### config.mk
export PLATFORM = sky130hd
export DESIGN_NAME = sel_resp_gate
export DESIGN_NICKNAME = d
export VERILOG_FILES = /design/src/rtl/sel_resp_pkg.sv /design/src/rtl/sel_resp_latch.sv /design/src/rtl/sel_cmd_seq.sv /design/src/rtl/sel_resp_gate.sv
export SDC_FILE = /design/constraint.sdc
export NUM_CORES = 1
export LEC_CHECK = 0
export BUFFER_PORTS_ARGS = -buffer_cell sky130_fd_sc_hd__buf_2
export CORE_AREA = 5 5 42 44
export CTS_BUF_LIST = sky130_fd_sc_hd__clkbuf_16
export CTS_CLUSTER_SIZE = 10
export DETAILED_ROUTE_END_ITERATION = 8
export DIE_AREA = 0 0 47 49
export PLACE_DENSITY = 0.61
export SYNTH_ARGS = -nofsm -noshare
export SYNTH_HDL_FRONTEND = slang
export SYNTH_SLANG_ARGS = --single-unit
### constraint.sdc
create_clock -name clk -period 1.6 [get_ports clk]
set_input_delay 0.4 -clock clk [delete_from_list [all_inputs] [get_ports clk]]
set_output_delay 0.4 -clock clk [all_outputs]
set_load 0.01 [all_outputs]
### src/rtl/sel_resp_pkg.sv
package sel_resp_pkg;

    typedef enum logic {
        KIND_SEL   = 1'b0,
        KIND_RESEL = 1'b1
    } ph_kind_e;

    typedef enum logic [1:0] {
        SEQ_IDLE = 2'd0,
        SEQ_ARB  = 2'd1,
        SEQ_SEL  = 2'd2
    } seq_st_e;

    typedef struct packed {
        logic held;
        logic tgt;
        logic init;
    } resp_t;

    typedef struct packed {
        seq_st_e st;
        logic    lost;
    } seq_t;

endpackage

### src/rtl/sel_resp_latch.sv
module sel_resp_latch
    import sel_resp_pkg::*;
(
    input  logic clk,
    input  logic rst_n,
    input  logic cfg_halt,
    input  logic cfg_diag,
    input  logic cfg_arb_en,
    input  logic cfg_tgt_en,
    input  logic cfg_init_en,
    input  logic ph_det,
    input  logic ph_kind,
    input  logic id_match,
    input  logic id_perr,
    input  logic ph_done,
    output logic ans_tgt,
    output logic ans_init
);

    resp_t resp_d, resp_q;
    logic  id_ok;
    logic  is_resel;

    always_comb begin
        id_ok    = !cfg_halt && !cfg_diag && id_match && !id_perr;
        is_resel = (ph_kind_e'(ph_kind) == KIND_RESEL);
        resp_d   = resp_q;
        if (!resp_q.held) begin
            if (ph_det) begin
                resp_d.tgt  = id_ok && !is_resel && cfg_tgt_en;
                resp_d.init = id_ok && is_resel && cfg_init_en && cfg_arb_en;
                resp_d.held = resp_d.tgt || resp_d.init;
            end
        end else if (ph_done) begin
            resp_d = '0;
        end
        if (cfg_halt) begin
            resp_d = '0;
        end
    end

    always_ff @(posedge clk or negedge rst_n) begin
        if (!rst_n) begin
            resp_q <= '0;
        end else begin
            resp_q <= resp_d;
        end
    end

    assign ans_tgt  = resp_q.tgt;
    assign ans_init = resp_q.init;

endmodule

### src/rtl/sel_cmd_seq.sv
module sel_cmd_seq
    import sel_resp_pkg::*;
(
    input  logic clk,
    input  logic rst_n,
    input  logic cfg_halt,
    input  logic cfg_arb_en,
    input  logic cmd_sel,
    input  logic arb_won,
    input  logic arb_lost,
    input  logic ph_done,
    output logic req_arb,
    output logic req_sel,
    output logic arb_lost_flag
);

    seq_t seq_d, seq_q;

    always_comb begin
        seq_d = seq_q;
        unique case (seq_q.st)
            SEQ_IDLE: begin
                if (cmd_sel) begin
                    seq_d.lost = 1'b0;
                    seq_d.st   = cfg_arb_en ? SEQ_ARB : SEQ_SEL;
                end
            end
            SEQ_ARB: begin
                if (arb_lost) begin
                    seq_d.st   = SEQ_IDLE;
                    seq_d.lost = 1'b1;
                end else if (arb_won) begin
                    seq_d.st = SEQ_SEL;
                end
            end
            SEQ_SEL: begin
                if (ph_done) begin
                    seq_d.st = SEQ_IDLE;
                end
            end
            default: seq_d.st = SEQ_IDLE;
        endcase
        if (cfg_halt) begin
            seq_d.st   = SEQ_IDLE;
            seq_d.lost = 1'b0;
        end
    end

    always_ff @(posedge clk or negedge rst_n) begin
        if (!rst_n) begin
            seq_q <= '{st: SEQ_IDLE, lost: 1'b0};
        end else begin
            seq_q <= seq_d;
        end
    end

    assign req_arb       = (seq_q.st == SEQ_ARB);
    assign req_sel       = (seq_q.st == SEQ_SEL);
    assign arb_lost_flag = seq_q.lost;

endmodule

### src/rtl/sel_resp_gate.sv
module sel_resp_gate
    import sel_resp_pkg::*;
(
    input  logic clk,
    input  logic rst_n,
    input  logic cfg_halt,
    input  logic cfg_diag,
    input  logic cfg_arb_en,
    input  logic cfg_tgt_en,
    input  logic cfg_init_en,
    input  logic ph_det,
    input  logic ph_kind,
    input  logic id_match,
    input  logic id_perr,
    input  logic ph_done,
    input  logic cmd_sel,
    input  logic arb_won,
    input  logic arb_lost,
    output logic ans_tgt,
    output logic ans_init,
    output logic req_arb,
    output logic req_sel,
    output logic arb_lost_flag
);

    sel_resp_latch u_resp (
        .clk         (clk),
        .rst_n       (rst_n),
        .cfg_halt    (cfg_halt),
        .cfg_diag    (cfg_diag),
        .cfg_arb_en  (cfg_arb_en),
        .cfg_tgt_en  (cfg_tgt_en),
        .cfg_init_en (cfg_init_en),
        .ph_det      (ph_det),
        .ph_kind     (ph_kind),
        .id_match    (id_match),
        .id_perr     (id_perr),
        .ph_done     (ph_done),
        .ans_tgt     (ans_tgt),
        .ans_init    (ans_init)
    );

    sel_cmd_seq u_seq (
        .clk           (clk),
        .rst_n         (rst_n),
        .cfg_halt      (cfg_halt),
        .cfg_arb_en    (cfg_arb_en),
        .cmd_sel       (cmd_sel),
        .arb_won       (arb_won),
        .arb_lost      (arb_lost),
        .ph_done       (ph_done),
        .req_arb       (req_arb),
        .req_sel       (req_sel),
        .arb_lost_flag (arb_lost_flag)
    );

endmodule

==> results of run 1 <==
## power by group through the flow
| stage | registers, W | clock network [W] | logic, W |
|---|---|---|---|
| detailed placement | 0.000164 | 0 | 0.0000541 |
| finish | 0.000162 | 0.000403 | 0.0000552 |
| floorplan | 0.000163 | 0 | 0.0000225 |
| global placement | 0.000164 | 0 | 0.0000533 |
| global route | 0.000163 | 0.000422 | 0.0000629 |
| CTS | 0.000162 | 0.000413 | 0.0000561 |
## registers in the layout, indices dropped and copies added, names as in the netlist
signal,count
u_seq.seq_q,2
u_resp.resp_q,1
u_seq.arb_lost_flag,1
u_resp.ans_tgt,1
u_resp.ans_init,1
## how the worst min path moves through the flow
stage | start | cells after the start | slack, ns | end
6_report | cfg_halt | 2 | 0.43 | u_seq.arb_lost_flag$_DFFE_PN0P_
5_1_grt | cfg_halt | 2 | 0.45 | u_seq.seq_q[2]$_DFFE_PN0P_
4_1_cts | cfg_halt | 2 | 0.43 | u_seq.arb_lost_flag$_DFFE_PN0P_
3_5_place_dp | rst_n | 1 | 0.24 | u_resp.resp_q[2]$_DFF_PN0_
3_3_place_gp | rst_n | 1 | 0.23 | u_resp.resp_q[2]$_DFF_PN0_
2_1_floorplan | rst_n | 0 | 0.10 | u_resp.ans_init$_DFFE_PN0P_
## synth_stat cells (all sizes together)
cell type | n | area [um2]
nor4bb | 1 | 10.01
nor2b | 3 | 18.77
nor2 | 3 | 11.26
inv | 2 | 7.510
a211oi | 2 | 15.01
nor3 | 1 | 5.000
nand2b | 1 | 6.260
dfrtp | 6 | 150.1
a21oi | 2 | 10.01
nand2 | 1 | 3.750
and3b | 1 | 8.760
nor4b | 2 | 23.77
nand3b | 1 | 7.510
and2 | 1 | 6.260
a2bb2o | 2 | 20.02
and2b | 1 | 7.510
nand3 | 1 | 5.000
o21ai | 3 | 15.01
## kinds of logic (layout without fill, tap and decap cells)
kind of cell / count (synthesis) / count (layout) / share of synthesized area (%)
AOI/OAI and AO/OA: 9 / 9 / 18.11
buffers and inverters: 2 / 25 / 2.265
DFF: 6 / 6 / 45.28
and+or+nand+nor: 17 / 17 / 34.34
## placed cells by master (no fill, tap or decap), drive strengths merged
master	Yosys	routed
a21oi	2	2
a2bb2o	2	2
and2b	1	1
dlygate4sd3	0	1
nand3	1	1
nor2b	3	3
o21ai	3	3
nand2	1	1
and2	1	1
nand3b	1	1
inv	2	2
nor4b	2	2
buf	0	19
dfrtp	6	6
a211oi	2	2
nand2b	1	1
and3b	1	1
nor2	3	3
clkbuf	0	3
nor4bb	1	1
nor3	1	1
## metrics by stage
step           worst slack, ns  hold slack, ns  total power, W  std cells  utilization [%]
2_1_floorplan           0.5383          0.1044       0.0001858         34                -
3_3_place_gp            0.3879          0.2336       0.0002173         69            31.87
3_5_place_dp            0.3700          0.2405       0.0002182         69            31.87
4_1_cts                 0.1834          0.4279       0.0006313         73            37.95
5_1_grt                0.09451          0.4473       0.0006485         73            37.95
6_report                0.1906          0.4272       0.0006209         73            37.95
## routing by layer
metal	part of all wire, %	vias to the layer above	GRT usage, %
li1	-	172	-
met1	42	141	11.86
met2	39	20	11.76
met3	18	0	7.749
met4	0	0	1.382
met5	0	-	0
## final cells by class
type	count	area, um2
fill	155	869.6
multi-input combinational	26	173.9
sequential	6	150.1
timing repair buffer	20	105.1
clock buffer	3	75.07
tap	16	20.02
inverter	2	7.507
## worst reg2reg max path: cells and delay by family, from the launching register on
family | cells | cell delay [ns]
AO/OA/AOI/OAI | 1 | 0.27
flip-flops | 1 | 0.40
AND/OR/NAND/NOR | 2 | 0.38
==> results.ini, run 1 <==
[critical_path]
cp.required_ns = 1.20
r2r-start = u_resp.resp_q[2]$_DFF_PN0_
crit_fanout = 7
critPathKind = reg2out
r2r_end = u_resp.ans_init$_DFFE_PN0P_
worst_path_max_delay_cell = dfrtp_1
endpoint_kind = output pin
cp.depth = 2
crit_end = req_sel
crit_arrival_ns = 1.01
cp-startpoint = u_seq.seq_q[2]$_DFFE_PN0P_
critPathMaxStageDelay_ns = 0.43
r2r_cells = 3
critical_path.cell_chain = nor2b_1 > buf_2
cp-start-kind = register
ff2ff_setup_slack_ns = 0.49
path_delay_family = flip-flops
path_buf_inv = 1

[worst_hold_path]
hp-class = in2reg

[clock_tree]
cts_buffers = 3
worstSkewPairLatency_ns = 0.23
clockRootBuffer = clkbuf_16
cts_setup_buffers = 0
postCtsHoldBufs = 1
clkSlewWorstSetupHoldPaths_ns = 0.03
cts_tree = built
cts_resized = 0
h-tree-depth = 1
cts.sinks = 6
clockBufferDepth = 2

[sta]
worst_pin_slew_ns = 0.2638
rsz0062_at_grt = no
finalSetupViolCount = 0
max-slew-margin-rel_pct = 82.18
fmax_mhz = 709.5
finalCritPeriodShare_pct = 88.09
min_period_ns = 1.409
setup_tns_ns = 0
finalMaxSlewViolations = 0
hold_violations = 0
finClkSkew_ns = 0.0001590

[pwr]
powerDensity_nw_per_um2 = 1168
p_seq_share_pct = 26.1
ir_drop_mv = 0.5454
leakage_nw = 0.2772
p_sw_w = 0.0001130
p_int_w = 0.0005079
switching_share_pct = 18.20
combinationalPowerShare_pct = 8.9
p_clk_share_pct = 65.0

[floorplan]
dieArea_um2 = 2303
initial_utilization_pct = 23.66
core-area_um2 = 1401
die_h_um = 49
die_w_um = 47
top_level_ports = 20
rows = 14

[final_layout]
final_area_um2 = 531.8
nets = 74
drive_gt1_share_pct = 40.35
area_growth_pct = 60.38
antenna_cells = 0

[global_routing]
grt_first_pass_wirelength_mm = 1.490
grt_overflow = 0
antenna_found_initial = 0
track_usage_pct = 9.136
grt_pass1_vias = 364
grt_max_degree = 8

[place]
place_area_um2 = 446.7
portBuffers = 19
gp_congestion = 0.7283

[route]
drt_wl_total_um = 842
drtAntennaViolNets = 0
vias = 333
dr.pass1.iters = 2
drt-initial-drc-count = 2
wl_per_cell_um = 11.53
vias_per_cell = 4.562
drc = 0

[synth]
yosysSeqAreaShare_pct = 45.28
syn_nets = 49
yosysWarnings = 0
syn_inst = 34
synth_cell_types = 19
syn_area_per_cell_um2 = 9.752
syn_area_um2 = 331.6
yosys_register_bits = 6

[job]
max-cap-violations = 0

[outcome]
status = completed

Note: power is estimated with default switching activity, not from simulation.
==> run 2, diff against run 1 <==
--- a/config.mk
+++ b/config.mk
@@ -7,7 +7,6 @@
 export LEC_CHECK = 0
 export BUFFER_PORTS_ARGS = -buffer_cell sky130_fd_sc_hd__buf_2
 export CORE_AREA = 5 5 42 44
-export CTS_BUF_LIST = sky130_fd_sc_hd__clkbuf_16
 export CTS_CLUSTER_SIZE = 10
 export DETAILED_ROUTE_END_ITERATION = 8
 export DIE_AREA = 0 0 47 49
==> constraint.sdc (replaced) <==
create_clock -name clk -period 1.4 [get_ports clk]
set_input_delay 0.35 -clock clk [delete_from_list [all_inputs] [get_ports clk]]
set_output_delay 0.35 -clock clk [all_outputs]
set_load 0.01 [all_outputs]
==> results.ini, run 2 (synthesis gave the netlist of run 1 again) <==
[final_layout]
antenna_cells = 0
area_growth_pct = 46.04
instances_no_fill = 73
final_common_cell = buf_2
largest_register = u_seq.seq_q
nets = 74
drive_gt1_share_pct = 45.61
largest_reg_flops = 2
mostFrequentLayoutCells = 19 x buf_2, 4 x dfrtp_1, 3 x nor2_1, 3 x o21ai_0, 3 x clkbuf_4

[place]
portBuffers = 19
placedCellCount = 69
place_ws_ns = 0.2169
gp_congestion = 0.7281
hpwl_um = 680.6

[clock_tree]
cts_buffers = 3
worstSkewPairLatency_ns = 0.24
h-tree-depth = 1
cts_tree = built
cts.sinks = 6
clkSlewWorstSetupHoldPaths_ns = 0.05
clockRootBuffer = clkbuf_4
clockBufferDepth = 2

[floorplan]
die_w_um = 47
initial_utilization_pct = 23.66
die_h_um = 49
top_level_ports = 20
dieArea_um2 = 2303
core-area_um2 = 1401
rows = 14

[route]
wl_per_cell_um = 11.38
vias = 333
vias_per_cell = 4.562
drt-initial-drc-count = 8
drt_wl_total_um = 831
dr.pass1.iters = 4
drc = 0
drtAntennaViolNets = 0

[sta]
fin_hold_ws_ns = 0.3522
setup_tns_ns = 0
max-slew-margin-rel_pct = 80.73
fmax_mhz = 747.9
worst_pin_slew_ns = 0.2851
rsz0062_at_grt = no
min_period_ns = 1.337
finClkSkew_ns = 0.002191
finalMaxSlewViolations = 0
hold_violations = 0
timing.final.ws_setup_ns = 0.06299
finalSetupViolCount = 0
finalCritPeriodShare_pct = 95.50

[critical_path]
cp.required_ns = 1.05
r2r_end = u_resp.ans_init$_DFFE_PN0P_
path_delay_family = flip-flops
cp-start-kind = register
crit_fanout = 7
crit_arrival_ns = 0.99
endpoint_kind = output pin
r2r-start = u_resp.resp_q[2]$_DFF_PN0_
r2r_cells = 3
path_buf_inv = 1
critical_path.cell_chain = nor2b_2 > buf_2
ff2ff_setup_slack_ns = 0.28
critPathKind = reg2out
worst_path_max_delay_cell = dfrtp_2
critPathMaxStageDelay_ns = 0.44
cp-startpoint = u_seq.seq_q[2]$_DFFE_PN0P_

[global_routing]
antenna_found_initial = 0
grt_first_pass_wirelength_mm = 1.435
grt_pass1_vias = 366
grt_max_degree = 8
grt_overflow = 0
track_usage_pct = 8.563

[pwr]
p_total_w = 0.0004130
ir_drop_mv = 0.3302
powerDensity_nw_per_um2 = 852.9
leakage_nw = 0.2512

[worst_hold_path]
hold_end = u_seq.seq_q[2]$_DFFE_PN0P_
worstHoldStart = cfg_halt
hp-class = in2reg
whs_path_depth = 2

[job]
max-cap-violations = 0

[outcome]
status = completed

run 2: what timing repair did:
| item | CTS | global route |
|---|---|---|
| hold endpoints to repair | 6 | 0 |
| hold buffers | 1 | 0 |
| gates resized for setup | 0 | 3 |
| endpoints found under the setup margin | 0 | 1 |
| setup buffers | 0 | 0 |
run 2: cell type report:
class / count / area [um2]
clock buffer: 3 / 22.52
fill: 156 / 917.1
inverter: 2 / 7.507
multi-input combinational: 26 / 176.4
sequential: 6 / 152.6
tap: 16 / 20.02
timing repair buffer: 20 / 105.1
run 2: per-layer routing:
metal	GRT usage, %	routed length, um	vias up
met1	11.38	368	143
met4	4.147	0	0
li1	-	-	170
met2	10.86	314	20
met3	4.797	147	0
met5	0	0	-
run 2: worst max-delay path by stage:
| stage | end | slack [ns] | cells past startpoint |
|---|---|---|---|
| floorplan | u_resp.ans_init$_DFFE_PN0P_ | 0.36 | 3 |
| global placement | u_resp.ans_init$_DFFE_PN0P_ | 0.24 | 4 |
| global route | req_sel | 0.02 | 2 |
| finish | req_sel | 0.06 | 2 |
| detailed placement | u_resp.ans_init$_DFFE_PN0P_ | 0.22 | 4 |
| CTS | req_sel | 0.005 | 2 |
run 2: worst reg2reg max path: stages (launching register included):
cell and delay (ns):
dfrtp_1 0.40, nor4b_2 0.25, nand3b_1 0.14, a2bb2o_1 0.27
run 2: stage by stage:
| stage | cell area, um2 | util [%] |
|---|---|---|
| 2_1_floorplan | 331.6 | - |
| 3_3_place_gp | 446.7 | 31.87 |
| 3_5_place_dp | 446.7 | 31.87 |
| 4_1_cts | 479.2 | 34.20 |
| 5_1_grt | 484.2 | 34.55 |
| 6_report | 484.2 | 34.55 |
run 2: power by group:
| group | switching [W] | internal [W] | leakage [nW] | total (W) |
|---|---|---|---|---|
| Clock | 0.0000666 | 0.0000973 | 0.0138 | 0.000164 |
| Sequential | 0.00000632 | 0.000179 | 0.0796 | 0.000186 |
| Combinational | 0.0000284 | 0.0000352 | 0.158 | 0.0000636 |
| Total | 0.000101 | 0.000312 | 0.251 | 0.000413 |
==> run 3, diff against run 2 <==
--- a/config.mk
+++ b/config.mk
@@ -10,6 +10,7 @@
 export CTS_CLUSTER_SIZE = 10
 export DETAILED_ROUTE_END_ITERATION = 8
 export DIE_AREA = 0 0 47 49
+export MAX_ROUTING_LAYER = met4
 export PLACE_DENSITY = 0.61
 export SYNTH_ARGS = -nofsm -noshare
 export SYNTH_HDL_FRONTEND = slang
==> constraint.sdc (replaced) <==
create_clock -name clk -period 1.4 [get_ports clk]
set_input_delay 0.21 -clock clk [delete_from_list [all_inputs] [get_ports clk]]
set_output_delay 0.21 -clock clk [all_outputs]
set_load 0.01 [all_outputs]
==> results.ini, run 3 (synthesis gave the netlist of run 1 again) <==
[sta]
finalSetupViolCount = 0
max-slew-margin-rel_pct = 82.19
fmax_mhz = 801.7
setup_tns_ns = 0
finalCritPeriodShare_pct = 89.09
finClkSkew_ns = 0.001653
min_period_ns = 1.247
hold_violations = 0
rsz0062_at_grt = no
fin_hold_ws_ns = 0.2181
timing.final.ws_setup_ns = 0.1527
finalMaxSlewViolations = 0
worst_pin_slew_ns = 0.2635

[floorplan]
initial_utilization_pct = 23.66
die_w_um = 47
die_h_um = 49
top_level_ports = 20
rows = 14
core-area_um2 = 1401
dieArea_um2 = 2303

[final_layout]
largest_register = u_seq.seq_q
final_common_cell = buf_2
mostFrequentLayoutCells = 19 x buf_2, 6 x dfrtp_1
area_growth_pct = 44.53
seqCellArea_um2 = 150.1
antenna_cells = 0
nets = 74
multi_input_area_um2 = 173.9
largest_reg_flops = 2
fillers = 163
drive_gt1_share_pct = 40.35

[job]
max-cap-violations = 0

[critical_path]
critPathKind = reg2out
cp-start-kind = register
crit_fanout = 7
crit_arrival_ns = 1.04
cp.required_ns = 1.19
r2r_cells = 3
endpoint_kind = output pin

[clock_tree]
cts_tree = built
postCtsHoldBufs = 1
clockBufferDepth = 2
clockRootBuffer = clkbuf_4
cts_setup_buffers = 0
cts.sinks = 6
worstSkewPairLatency_ns = 0.24
clkSlewWorstSetupHoldPaths_ns = 0.05
cts_resized = 0
cts_buffers = 3
h-tree-depth = 1

[route]
wl_per_cell_um = 11.07
vias = 346
drt-initial-drc-count = 1
drtAntennaViolNets = 0
vias_per_cell = 4.740
drc = 0
dr.pass1.iters = 4
drt_wl_total_um = 808

[place]
portBuffers = 19
hpwl_um = 684.6
gp_congestion = 0.7229
place_ws_ns = 0.2476

[global_routing]
grt_overflow = 0
track_usage_pct = 8.655
antenna_found_initial = 0
grt_max_degree = 8
grt_pass1_vias = 311
grt_first_pass_wirelength_mm = 1.331

[pwr]
leakage_nw = 0.2540
powerDensity_nw_per_um2 = 847.2
ir_drop_mv = 0.3467

[worst_hold_path]
hp-class = in2reg
whs_path_depth = 2

[outcome]
status = completed

## run 3: changes by cell type in the layout (fill, tap and decap cells not counted)
cell     delta
dfrtp_1     +2
dfrtp_2     -2
nor2b_2     -1
nor2b_1     +1
## run 3: layout make-up
type | count | area share [%]
clock buffer | 3 | 4.700
inverter | 2 | 1.567
multi-input combinational | 26 | 36.29
sequential | 6 | 31.33
tap | 16 | 4.178
timing repair buffer | 20 | 21.93
## run 3: worst max-delay path, stage by stage (launching register included)
cell and delay [ns]:
dfrtp_1 0.44, nor2b_1 0.20, buf_2 0.16
## run 3: worst paths after layout
| kind | start | to | slack, ns |
|---|---|---|---|
| max reg2reg | u_resp.resp_q[2]$_DFF_PN0_ | u_resp.ans_init$_DFFE_PN0P_ | 0.26 |
| max in group asynchronous | rst_n | u_seq.seq_q[1]$_DFFE_PN0P_ | 0.94 |
| min in group asynchronous | rst_n | u_resp.ans_init$_DFFE_PN0P_ | 0.32 |
| min reg2reg | u_resp.ans_tgt$_DFFE_PN0P_ | u_resp.ans_tgt$_DFFE_PN0P_ | 0.49 |
| max | u_seq.seq_q[2]$_DFFE_PN0P_ | req_sel | 0.15 |
| min | cfg_halt | u_seq.arb_lost_flag$_DFFE_PN0P_ | 0.22 |
## run 3: power breakdown
group / leakage (nW) / switching, W / total (W) / internal (W)
Sequential: 0.0826 / 0.00000624 / 0.000185 / 0.000179
Clock: 0.0138 / 0.0000613 / 0.000158 / 0.0000969
Combinational: 0.158 / 0.0000282 / 0.0000629 / 0.0000347
## run 3: stage by stage
stage | area [um2] | utilization (%) | power [W] | instances
floorplan | 331.6 | - | 0.0002124 | 34
global placement | 446.7 | 31.87 | 0.0002489 | 69
detailed placement | 446.7 | 31.87 | 0.0002495 | 69
CTS | 479.2 | 34.20 | 0.0004145 | 73
global route | 479.2 | 34.20 | 0.0004327 | 73
finish | 479.2 | 34.20 | 0.0004060 | 73
## run 3: routing by layer
metal / vias to the layer above / part of all wire, % / wire [um] / track usage, %
met5: - / 0 / 0 / -
met3: 0 / 15 / 119 / 4.428
li1: 171 / - / - / -
met1: 152 / 47 / 377 / 12.81
met2: 23 / 38 / 311 / 8.597
met4: 0 / 0 / 0 / 5.530
